[src/rtl/stall_acct_pkg.sv]
package stall_acct_pkg;

    localparam logic [2:0] CLS_EXEC   = 3'd0;
    localparam logic [2:0] CLS_CMP    = 3'd1;
    localparam logic [2:0] CLS_MAC    = 3'd2;
    localparam logic [2:0] CLS_BRANCH = 3'd3;
    localparam logic [2:0] CLS_LOAD   = 3'd4;
    localparam logic [2:0] CLS_STORE  = 3'd5;

    localparam int unsigned NUM_SRC   = 2;
    localparam int unsigned NUM_TALLY = 4;
    localparam int unsigned INC_W     = 3;

    // tally slots
    localparam int unsigned T_LOAD    = 0;
    localparam int unsigned T_BRANCH  = 1;
    localparam int unsigned T_TAKEN   = 2;
    localparam int unsigned T_UNTAKEN = 3;

    typedef enum logic {
        HZ_CLEAR,
        HZ_LOAD_PEND
    } hz_state_t;

endpackage

[src/rtl/stall_hazard_fsm.sv]
module stall_hazard_fsm
    import stall_acct_pkg::*;
#(
    parameter int unsigned NREG  = 16,
    localparam int unsigned REG_W = $clog2(NREG)
) (
    input  logic             clk,
    input  logic             rst_n,
    input  logic             clr,
    input  logic             step,
    input  logic             is_load,
    input  logic [REG_W-1:0] dst,
    output logic [NREG-1:0]  vis_mask
);

    hz_state_t       state_q, state_d;
    logic [NREG-1:0] pend_q;

    // next-state logic
    always_comb begin
        state_d = state_q;
        unique case (state_q)
            HZ_CLEAR:     if (step && is_load)  state_d = HZ_LOAD_PEND;
            HZ_LOAD_PEND: if (step && !is_load) state_d = HZ_CLEAR;
            default:      state_d = HZ_CLEAR;
        endcase
        if (clr) state_d = HZ_CLEAR;
    end

    // state register
    always_ff @(posedge clk or negedge rst_n) begin
        if (!rst_n) state_q <= HZ_CLEAR;
        else        state_q <= state_d;
    end

    // pending destination mask of the most recent load
    always_ff @(posedge clk or negedge rst_n) begin
        if (!rst_n)               pend_q <= '0;
        else if (clr)             pend_q <= '0;
        else if (step && is_load) pend_q <= NREG'(1) << dst;
        else if (step)            pend_q <= '0;
    end

    // output: scoreboard seen by the retiring instruction
    always_comb begin
        unique case (state_q)
            HZ_LOAD_PEND: vis_mask = pend_q;
            default:      vis_mask = '0;
        endcase
    end

endmodule

[src/rtl/stall_src_probe.sv]
module stall_src_probe #(
    parameter int unsigned NREG  = 16,
    localparam int unsigned REG_W = $clog2(NREG)
) (
    input  logic [NREG-1:0]  scoreboard,
    input  logic [REG_W-1:0] reg_num,
    input  logic             reg_vld,
    input  logic             probe_en,
    output logic             hit
);

    always_comb begin
        hit = probe_en && reg_vld && scoreboard[reg_num];
    end

endmodule

[src/rtl/stall_sat_acc.sv]
module stall_sat_acc #(
    parameter int unsigned W  = 32,
    parameter int unsigned IW = 3
) (
    input  logic          clk,
    input  logic          rst_n,
    input  logic          clr,
    input  logic          add_en,
    input  logic [IW-1:0] add_val,
    output logic [W-1:0]  total
);

    logic [W:0] sum;

    always_comb begin
        sum = {1'b0, total} + (W+1)'(add_val);
    end

    always_ff @(posedge clk or negedge rst_n) begin
        if (!rst_n)      total <= '0;
        else if (clr)    total <= '0;
        else if (add_en) total <= sum[W] ? {W{1'b1}} : sum[W-1:0];
    end

endmodule

[src/rtl/stall_accounting_monitor.sv]
module stall_accounting_monitor
    import stall_acct_pkg::*;
#(
    parameter int unsigned NREG  = 16,
    parameter int unsigned CNT_W = 32,
    localparam int unsigned REG_W = $clog2(NREG)
) (
    input  logic             clk,
    input  logic             rst_n,
    input  logic             clr,
    input  logic             instr_valid,
    input  logic [2:0]       instr_class,
    input  logic [REG_W-1:0] src_a,
    input  logic             src_a_valid,
    input  logic [REG_W-1:0] src_b,
    input  logic             src_b_valid,
    input  logic [REG_W-1:0] dst_reg,
    input  logic             branch_taken,
    output logic [CNT_W-1:0] load_stall_total,
    output logic [CNT_W-1:0] branch_stall_total,
    output logic [CNT_W-1:0] taken_count,
    output logic [CNT_W-1:0] untaken_count
);

    logic [NREG-1:0]  sb_mask;
    logic             is_arith;
    logic             is_branch;
    logic             is_load;
    logic [REG_W-1:0] src_num [NUM_SRC];
    logic             src_vld [NUM_SRC];
    logic             src_en  [NUM_SRC];
    logic [NUM_SRC-1:0] src_hit;
    logic [INC_W-1:0] inc_val [NUM_TALLY];
    logic             inc_en  [NUM_TALLY];
    logic [CNT_W-1:0] tally   [NUM_TALLY];
    logic [1:0]       hit_cnt;

    always_comb begin
        is_arith  = (instr_class == CLS_EXEC) || (instr_class == CLS_CMP) ||
                    (instr_class == CLS_MAC);
        is_branch = (instr_class == CLS_BRANCH);
        is_load   = (instr_class == CLS_LOAD);
        src_num[0] = src_a;  src_vld[0] = src_a_valid;
        src_num[1] = src_b;  src_vld[1] = src_b_valid;
        src_en[0]  = is_arith || is_branch;
        src_en[1]  = is_arith;
    end

    stall_hazard_fsm #(.NREG(NREG)) u_hazard (
        .clk      (clk),
        .rst_n    (rst_n),
        .clr      (clr),
        .step     (instr_valid),
        .is_load  (is_load),
        .dst      (dst_reg),
        .vis_mask (sb_mask)
    );

    for (genvar s = 0; s < NUM_SRC; s++) begin : g_probe
        stall_src_probe #(.NREG(NREG)) u_probe (
            .scoreboard (sb_mask),
            .reg_num    (src_num[s]),
            .reg_vld    (src_vld[s]),
            .probe_en   (src_en[s]),
            .hit        (src_hit[s])
        );
    end

    always_comb begin
        hit_cnt = 2'(src_hit[0]) + 2'(src_hit[1]);
        inc_val[T_LOAD]    = {hit_cnt, 1'b0};
        inc_en[T_LOAD]     = instr_valid && (hit_cnt != 2'd0);
        inc_val[T_BRANCH]  = INC_W'(2);
        inc_en[T_BRANCH]   = instr_valid && is_branch && branch_taken;
        inc_val[T_TAKEN]   = INC_W'(1);
        inc_en[T_TAKEN]    = instr_valid && is_branch && branch_taken;
        inc_val[T_UNTAKEN] = INC_W'(1);
        inc_en[T_UNTAKEN]  = instr_valid && is_branch && !branch_taken;
    end

    for (genvar t = 0; t < NUM_TALLY; t++) begin : g_tally
        stall_sat_acc #(.W(CNT_W), .IW(INC_W)) u_acc (
            .clk     (clk),
            .rst_n   (rst_n),
            .clr     (clr),
            .add_en  (inc_en[t]),
            .add_val (inc_val[t]),
            .total   (tally[t])
        );
    end

    assign load_stall_total   = tally[T_LOAD];
    assign branch_stall_total = tally[T_BRANCH];
    assign taken_count        = tally[T_TAKEN];
    assign untaken_count      = tally[T_UNTAKEN];

endmodule

[config.mk]
export PLATFORM = sky130hd
export DESIGN_NAME = stall_accounting_monitor
export DESIGN_NICKNAME = d
export VERILOG_FILES = /design/src/rtl/stall_acct_pkg.sv /design/src/rtl/stall_hazard_fsm.sv /design/src/rtl/stall_src_probe.sv /design/src/rtl/stall_sat_acc.sv /design/src/rtl/stall_accounting_monitor.sv
export SDC_FILE = /design/constraint.sdc
export NUM_CORES = 1
export LEC_CHECK = 0
export BUFFER_PORTS_ARGS = -buffer_cell sky130_fd_sc_hd__buf_2
export CAP_MARGIN = 20
export CORE_ASPECT_RATIO = 1.1
export CORE_MARGIN = 8
export CORE_UTILIZATION = 40
export DETAILED_ROUTE_END_ITERATION = 10
export PLACE_DENSITY_LB_ADDON = 0.12
export SLEW_MARGIN = 10
export SYNTH_ARGS = -nofsm -noshare
export SYNTH_HDL_FRONTEND = slang
export SYNTH_SLANG_ARGS = --single-unit
[constraint.sdc]
create_clock -name clk -period 4.24 [get_ports clk]
set_clock_uncertainty 0.05 [all_clocks]
set_input_delay 0.848 -clock clk [delete_from_list [all_inputs] [get_ports clk]]
set_output_delay 0.848 -clock clk [all_outputs]
set_load 0.02 [all_outputs]
==> results of run 1 <==
[worst max-delay path by stage]
stage               startpoint                         end  slack [ns]
CTS                   src_a[0]  g_tally[0].u_acc.total[17]        0.29
floorplan             src_a[0]  g_tally[0].u_acc.total[19]        0.21
global placement      src_a[0]  g_tally[0].u_acc.total[15]       -0.01
detailed placement    src_a[0]  g_tally[0].u_acc.total[17]       -0.12
finish                src_a[0]  g_tally[0].u_acc.total[17]        0.27
global route          src_a[0]  g_tally[0].u_acc.total[17]        0.04
[sequential cells by signal (all words and copies together) (netlist names)]
signal,flops
u_hazard.state_q,1
u_hazard.pend_q,16
g_tally.u_acc.total,128
[layout make-up]
| cell class | count | area share [%] |
|---|---|---|
| multi-input combinational | 619 | 42.32 |
| sequential | 145 | 37.39 |
| timing repair buffer | 162 | 8.780 |
| clock buffer | 21 | 4.951 |
| tap | 252 | 3.249 |
| clock inverter | 10 | 2.347 |
| inverter | 25 | 0.9670 |
[cell usage after synthesis, drive strengths merged (3+ instances only)]
cell type,count,area (um^2)
a211oi,8,60.06
a21o,4,30.03
a21oi,34,170.2
a22o,10,87.58
a311oi,14,122.6
a31oi,19,118.9
a32o,3,30.03
a41oi,9,78.83
and2,9,56.30
and3,34,212.7
and3b,3,26.28
and4,22,192.7
and4b,3,30.03
buf,8,45.04
clkbuf,26,97.59
dfrtp,145,3628
ha,7,87.58
inv,25,93.84
mux2i,3,30.03
mux4,10,225.2
nand2,56,210.2
nand2b,3,18.77
nand3,44,225.2
nand4,36,246.5
nor2,47,176.4
nor2b,8,50.05
nor3,40,239.0
nor4,29,206.5
o211a,3,30.03
o211ai,10,75.07
o21a,6,45.04
o21ai,65,325.3
o311ai,7,61.31
or2,3,18.77
or4,5,41.29
xnor2,30,262.8
xor2,11,96.34
[cells in the final DEF, fill, tap and decap left out, types with 17 or more instances in the layout]
| cell | instances |
|---|---|
| a31oi_1 | 19 |
| and3_1 | 34 |
| nor2_1 | 47 |
| nand4_1 | 34 |
| a21oi_1 | 34 |
| nor4_1 | 25 |
| nand3_1 | 43 |
| nand2_1 | 56 |
| clkbuf_16 | 17 |
| xnor2_1 | 30 |
| and4_1 | 22 |
| buf_2 | 147 |
| o21ai_0 | 50 |
| dfrtp_1 | 145 |
| inv_1 | 25 |
| nor3_1 | 36 |
[per-layer routing]
| metal | GRT usage (%) | wire length (um) | vias up |
|---|---|---|---|
| met2 | 32.09 | 11380 | 183 |
| li1 | - | - | 3471 |
| met5 | 0 | 8 | - |
| met4 | 6.709 | 378 | 2 |
| met1 | 25.87 | 11020 | 3583 |
| met3 | 4.712 | 1301 | 33 |
[cell families (layout without fill, tap and decap cells)]
logic type	Yosys count	after routing	synth area share (%)
mux	13	13	3.202
compound gates	208	208	17.27
fa+ha+maj	8	8	1.350
flops	145	145	45.52
simple gates	349	349	25.19
xor+xnor	41	41	4.505
buf+inv	59	218	2.966
[stage by stage]
stage | cell area (um^2) | setup WS [ns]
finish | 9704 | 0.2726
floorplan | 7971 | 0.2100
CTS | 9704 | 0.2922
global route | 9704 | 0.03889
global placement | 8996 | -0.01172
detailed placement | 8996 | -0.1241
[power groups by stage]
stage          clock, W  combinational [W]  sequential [W]
6_report        0.00181          0.0000994         0.00139
4_1_cts         0.00185           0.000103         0.00139
5_1_grt         0.00190           0.000113         0.00139
3_3_place_gp          0           0.000103         0.00141
3_5_place_dp          0           0.000103         0.00141
2_1_floorplan         0          0.0000363         0.00141
==> results_dict.tcl, run 1 <==
set metrics [dict create \
    status "complete, no violations" \
    antenna_found_initial 1 \
    p_comb_share_pct 3.0 \
    syn_inst 823 \
    ys_async_sr_fraction_pct 100.0 \
    post_cts_resized 0 \
    hpwl_um 17120 \
    fin_cells 1234 \
    avgSynthCellArea_um2 9.686 \
    clk_pin_slew_ns 0.06 \
    seq_area_frac_synth_pct 45.52 \
    io_buffers 149 \
    p_sw_w 0.0006686 \
    synth_ff_type "dfrtp_1" \
    drc 0 \
    num_rows 54 \
    postCtsHoldBufs 0 \
    finalSetupViolCount 0 \
    n_antenna_cell 0 \
    overflow 0 \
    cts_buffers 17 \
    drt-total-wl_um 24080 \
    post-route-period-util_pct 93.57 \
    power.density_nw_per_um2 339.9 \
    synth_seq_cells 145 \
    crit_required_ns 4.45 \
    power_frac_clock_pct 54.9 \
    finalHoldWorstSlack_ns 0.3993 \
    ir_drop_mv 0.2700 \
    core_area_um2 19730 \
    clock_path_buffers 2 \
    p_total_w 0.003298 \
    io_pins 150 \
    groute.usage.overall_pct 19.93 \
    cts_setup_buffers 0 \
    grt_pass1_vias 7336 \
    viasPerCell 5.893 \
    htreeDepth 4 \
    r2r_end "g_tally[0].u_acc.total[17]" \
    crit_path_start_kind "primary input" \
    dr_total_vias 7272 \
    die_height_um 164.1 \
    start_util_pct 40.40 \
    hp-class "primary input to asynchronous set/reset pin" \
    fin_setup_tns_ns 0 \
    switching_share_pct 20.27 \
    drt_pre_antenna_iters 4 \
    drt-wirelength-per-cell_um 19.52 \
    synth-edff-count 0 \
    cp_data_arrival_time_ns 4.18 \
    fillers 1912 \
    final_core_util_pct 49.19 \
    relSlewSlack_pct 28.34 \
    postRouteAntennaNets 0 \
    grt_max_degree 85 \
    max_stage_delay_ns 0.51 \
    die_x_um 150.6 \
    crit_cells 13 \
    critical_path_buf_inv_count 2 \
    synth_nets 853 \
    clk_latency_ns 0.42 \
    register_area_um2 3628 \
    drive_gt1_share_pct 22.30 \
    ys.warnings.count 0 \
    drtIter0Drc 354 \
    drv_slew 0 \
    max_freq_ghz 0.2521 \
    area_growth_pct 21.74 \
    cp_slowest_cell "mux4_2" \
    final_nets 1000 \
    rrSetupSlack_ns 0.49 \
    multi_input_comb_area_um2 4106 \
    power_leakage_nw 4.436 \
    dp_cells 1203 \
    cp-end-kind "flip-flop" \
    p_int_w 0.002629 \
    rsz0062_at_grt "no" \
    cts_root_buf "clkbuf_16" \
    cp_top_family "multiplexers" \
    rr_worst_depth 12 \
    cp_max_fo 5 \
    grt_pass1_wl_um 39490 \
    syn-cell-area_um2 7971 \
    crit_type "primary input to flip-flop" \
    hold_viol_final 0 \
    worstPathCellList "buf_2 -> mux4_2 -> mux4_2 -> and3_1 -> ha_1 -> ha_1 -> inv_1 -> fa_1 -> nor3b_1 -> nand4_1 -> nor2_1 -> xnor2_1 -> o21ai_0" \
    ys_types 63 \
    gp_congestion 0.8658 \
    worstMarginPinSlew_ns 1.071 \
    clock_sink_count 145 \
    regToRegStartpoint "u_hazard.pend_q[15]" \
    p_seq_share_pct 42.1 \
    period_needed_ns 3.967 \
    dieArea_um2 24710 \
    drv_cap 0 \
    cts_tree "done" \
]
Note: power is estimated with default switching activity, not from simulation.
==> run 2: changes to the inputs <==
clock period = 3.5 ns   (was 4.24 ns; I/O delays follow)
==> results_dict.tcl, run 2 (same netlist as run 1, synthesis figures left out) <==
set metrics [dict create \
    clock_path_buffers 2 \
    cp_top_family "multiplexers" \
    cp-end-kind "flip-flop" \
    hpwl_um 17150 \
    rr_worst_depth 13 \
    num_rows 54 \
    drt-wirelength-per-cell_um 19.05 \
    grt_pass1_wl_um 39440 \
    gr-max-usage-layer "met2" \
    fin_setup_tns_ns 0 \
    viasPerCell 5.829 \
    io_pins 150 \
    worstMarginPinSlew_ns 0.7186 \
    clk_pin_slew_ns 0.06 \
    start_util_pct 40.40 \
    final_nets 1025 \
    place_area_um2 9239 \
    post-route-cell-area_um2 9916 \
    cp_max_fo 4 \
    cts_tree "done" \
    crit_required_ns 3.73 \
    drv_slew 0 \
    period_needed_ns 3.460 \
    largest_register "g_tally.u_acc.total" \
    post-route-period-util_pct 98.86 \
    power.density_nw_per_um2 380.1 \
    grt_pass1_vias 7411 \
    overflow 0 \
    grt_max_degree 63 \
    use_met2_pct 30.68 \
    gp_congestion 0.8459 \
    p_sw_w 0.0008264 \
    fin_cells 1259 \
    drt-total-wl_um 23990 \
    mostFrequentLayoutCells "145 x dfrtp_1, 145 x buf_2, 56 x nand2_1" \
    drive_gt1_share_pct 25.52 \
    core_area_um2 19730 \
    drtIter0Drc 427 \
    clock_sink_count 145 \
    worstPathCellList "clkbuf_4 -> mux4_2 -> mux4_2 -> and3_4 -> ha_4 -> ha_4 -> inv_2 -> fa_2 -> nor3b_4 -> nand4_1 -> nor2_1 -> xnor2_1 -> o21ai_0" \
    dp_cells 1227 \
    drc 0 \
    use_met1_pct 26.88 \
    dr_total_vias 7339 \
    p_seq_share_pct 44.6 \
    critical_path_buf_inv_count 2 \
    htreeDepth 4 \
    p_comb_share_pct 3.4 \
    use_met3_pct 5.401 \
    groute.usage.overall_pct 19.81 \
    rrSetupSlack_ns 0.08 \
    fillers 1855 \
    switching_share_pct 21.93 \
    postLayoutSetupSlackWorst_ns 0.03997 \
    power_leakage_nw 4.517 \
    antenna_found_initial 0 \
    drt_pre_antenna_iters 5 \
    hp-class "primary input to asynchronous set/reset pin" \
    p_int_w 0.002942 \
    regToRegStartpoint "u_hazard.pend_q[12]" \
    finalSetupViolCount 0 \
    die_x_um 150.6 \
    clk_latency_ns 0.42 \
    ir_drop_mv 0.3263 \
    power_frac_clock_pct 52.1 \
    cp_data_arrival_time_ns 3.69 \
    drv_cap 0 \
    io_buffers 149 \
    die_height_um 164.1 \
    r2r_end "g_tally[0].u_acc.total[17]" \
    crit_type "primary input to flip-flop" \
    largest_reg_flops 128 \
    cts_buffers 17 \
    largestRegisters "g_tally.u_acc.total (128), u_hazard.pend_q (16), u_hazard.state_q (1)" \
    cp_slowest_cell "mux4_2" \
    max_stage_delay_ns 0.51 \
    relSlewSlack_pct 51.72 \
    n_antenna_cell 0 \
    crit_path_start_kind "primary input" \
    area_growth_pct 24.39 \
    hold_viol_final 0 \
    dp_worst_setup_slack_ns -0.3812 \
    rsz0062_at_grt "yes" \
    postRouteAntennaNets 0 \
    dieArea_um2 24710 \
    status "complete, no violations" \
    max_freq_ghz 0.2890 \
    postCtsHoldBufs 0 \
    cts_root_buf "clkbuf_16" \
]
==> run 2: layout make-up <==
type / count / area (um^2) / area share [%]
clock buffers: 19 / 452.9 / 4.568
clock inverters: 12 / 181.4 / 1.830
inverters: 25 / 93.84 / 0.9464
multi-input cells: 619 / 4183 / 42.18
flip-flops and latches: 145 / 3628 / 36.59
well taps: 252 / 315.3 / 3.180
repair buffers: 187 / 1061 / 10.70
==> run 2: repair_timing <==
| item | 4_1_cts | 5_1_grt |
|---|---|---|
| buffers inserted | 0 | 1 |
| gates resized for setup | 0 | 12 |
| endpoints found under the setup margin | 0 | 30 |
==> run 2: per-layer routing <==
metal / vias up / routed length (um)
met5: - / 0
li1: 3519 / -
met1: 3603 / 11170
met2: 200 / 11050
met4: 0 / 221
met3: 17 / 1548
==> run 2: worst max-delay path by stage <==
| stage | slack, ns | cells past startpoint | to | startpoint |
|---|---|---|---|---|
| final | 0.04 | 13 | g_tally[0].u_acc.total[17] | src_a[0] |
| after global routing | -0.11 | 13 | g_tally[0].u_acc.total[19] | u_hazard.pend_q[15] |
| after CTS | 0.05 | 14 | g_tally[0].u_acc.total[17] | src_b[0] |
| after detailed placement | -0.38 | 14 | g_tally[0].u_acc.total[17] | src_b[0] |
| after global placement | -0.34 | 14 | g_tally[0].u_acc.total[15] | src_b[0] |
| after floorplan | -0.06 | 13 | g_tally[0].u_acc.total[19] | src_b[0] |
==> run 2: worst reg2reg max path: stages (launching register included) <==
cell and delay (ns):
dfrtp_1 0.41, mux4_2 0.48, mux4_2 0.48, nand4_1 0.12, inv_2 0.06, ha_4 0.29, ha_4 0.13, inv_2 0.03
fa_2 0.38, nor3b_4 0.23, nand4_1 0.23, nor2_1 0.19, xnor2_1 0.13, o21ai_0 0.08
==> run 2: power by group through the flow <==
stage                     clock network [W]  registers [W]   logic, W
final                               0.00196        0.00168   0.000127
after global placement                    0        0.00171   0.000130
after floorplan                           0        0.00171  0.0000443
after detailed placement                  0        0.00171   0.000130
after global routing                0.00207        0.00168   0.000143
after CTS                           0.00201        0.00168   0.000130
==> run 2: metrics by stage <==
| stage | total power [W] | util (%) | hold WS (ns) |
|---|---|---|---|
| floorplan | 0.001756 | - | 0.3544 |
| global placement | 0.001840 | 46.83 | 0.4009 |
| detailed placement | 0.001840 | 46.83 | 0.4174 |
| CTS | 0.003818 | 50.04 | 0.2261 |
| global route | 0.003891 | 50.26 | 0.2513 |
| finish | 0.003769 | 50.26 | 0.1971 |
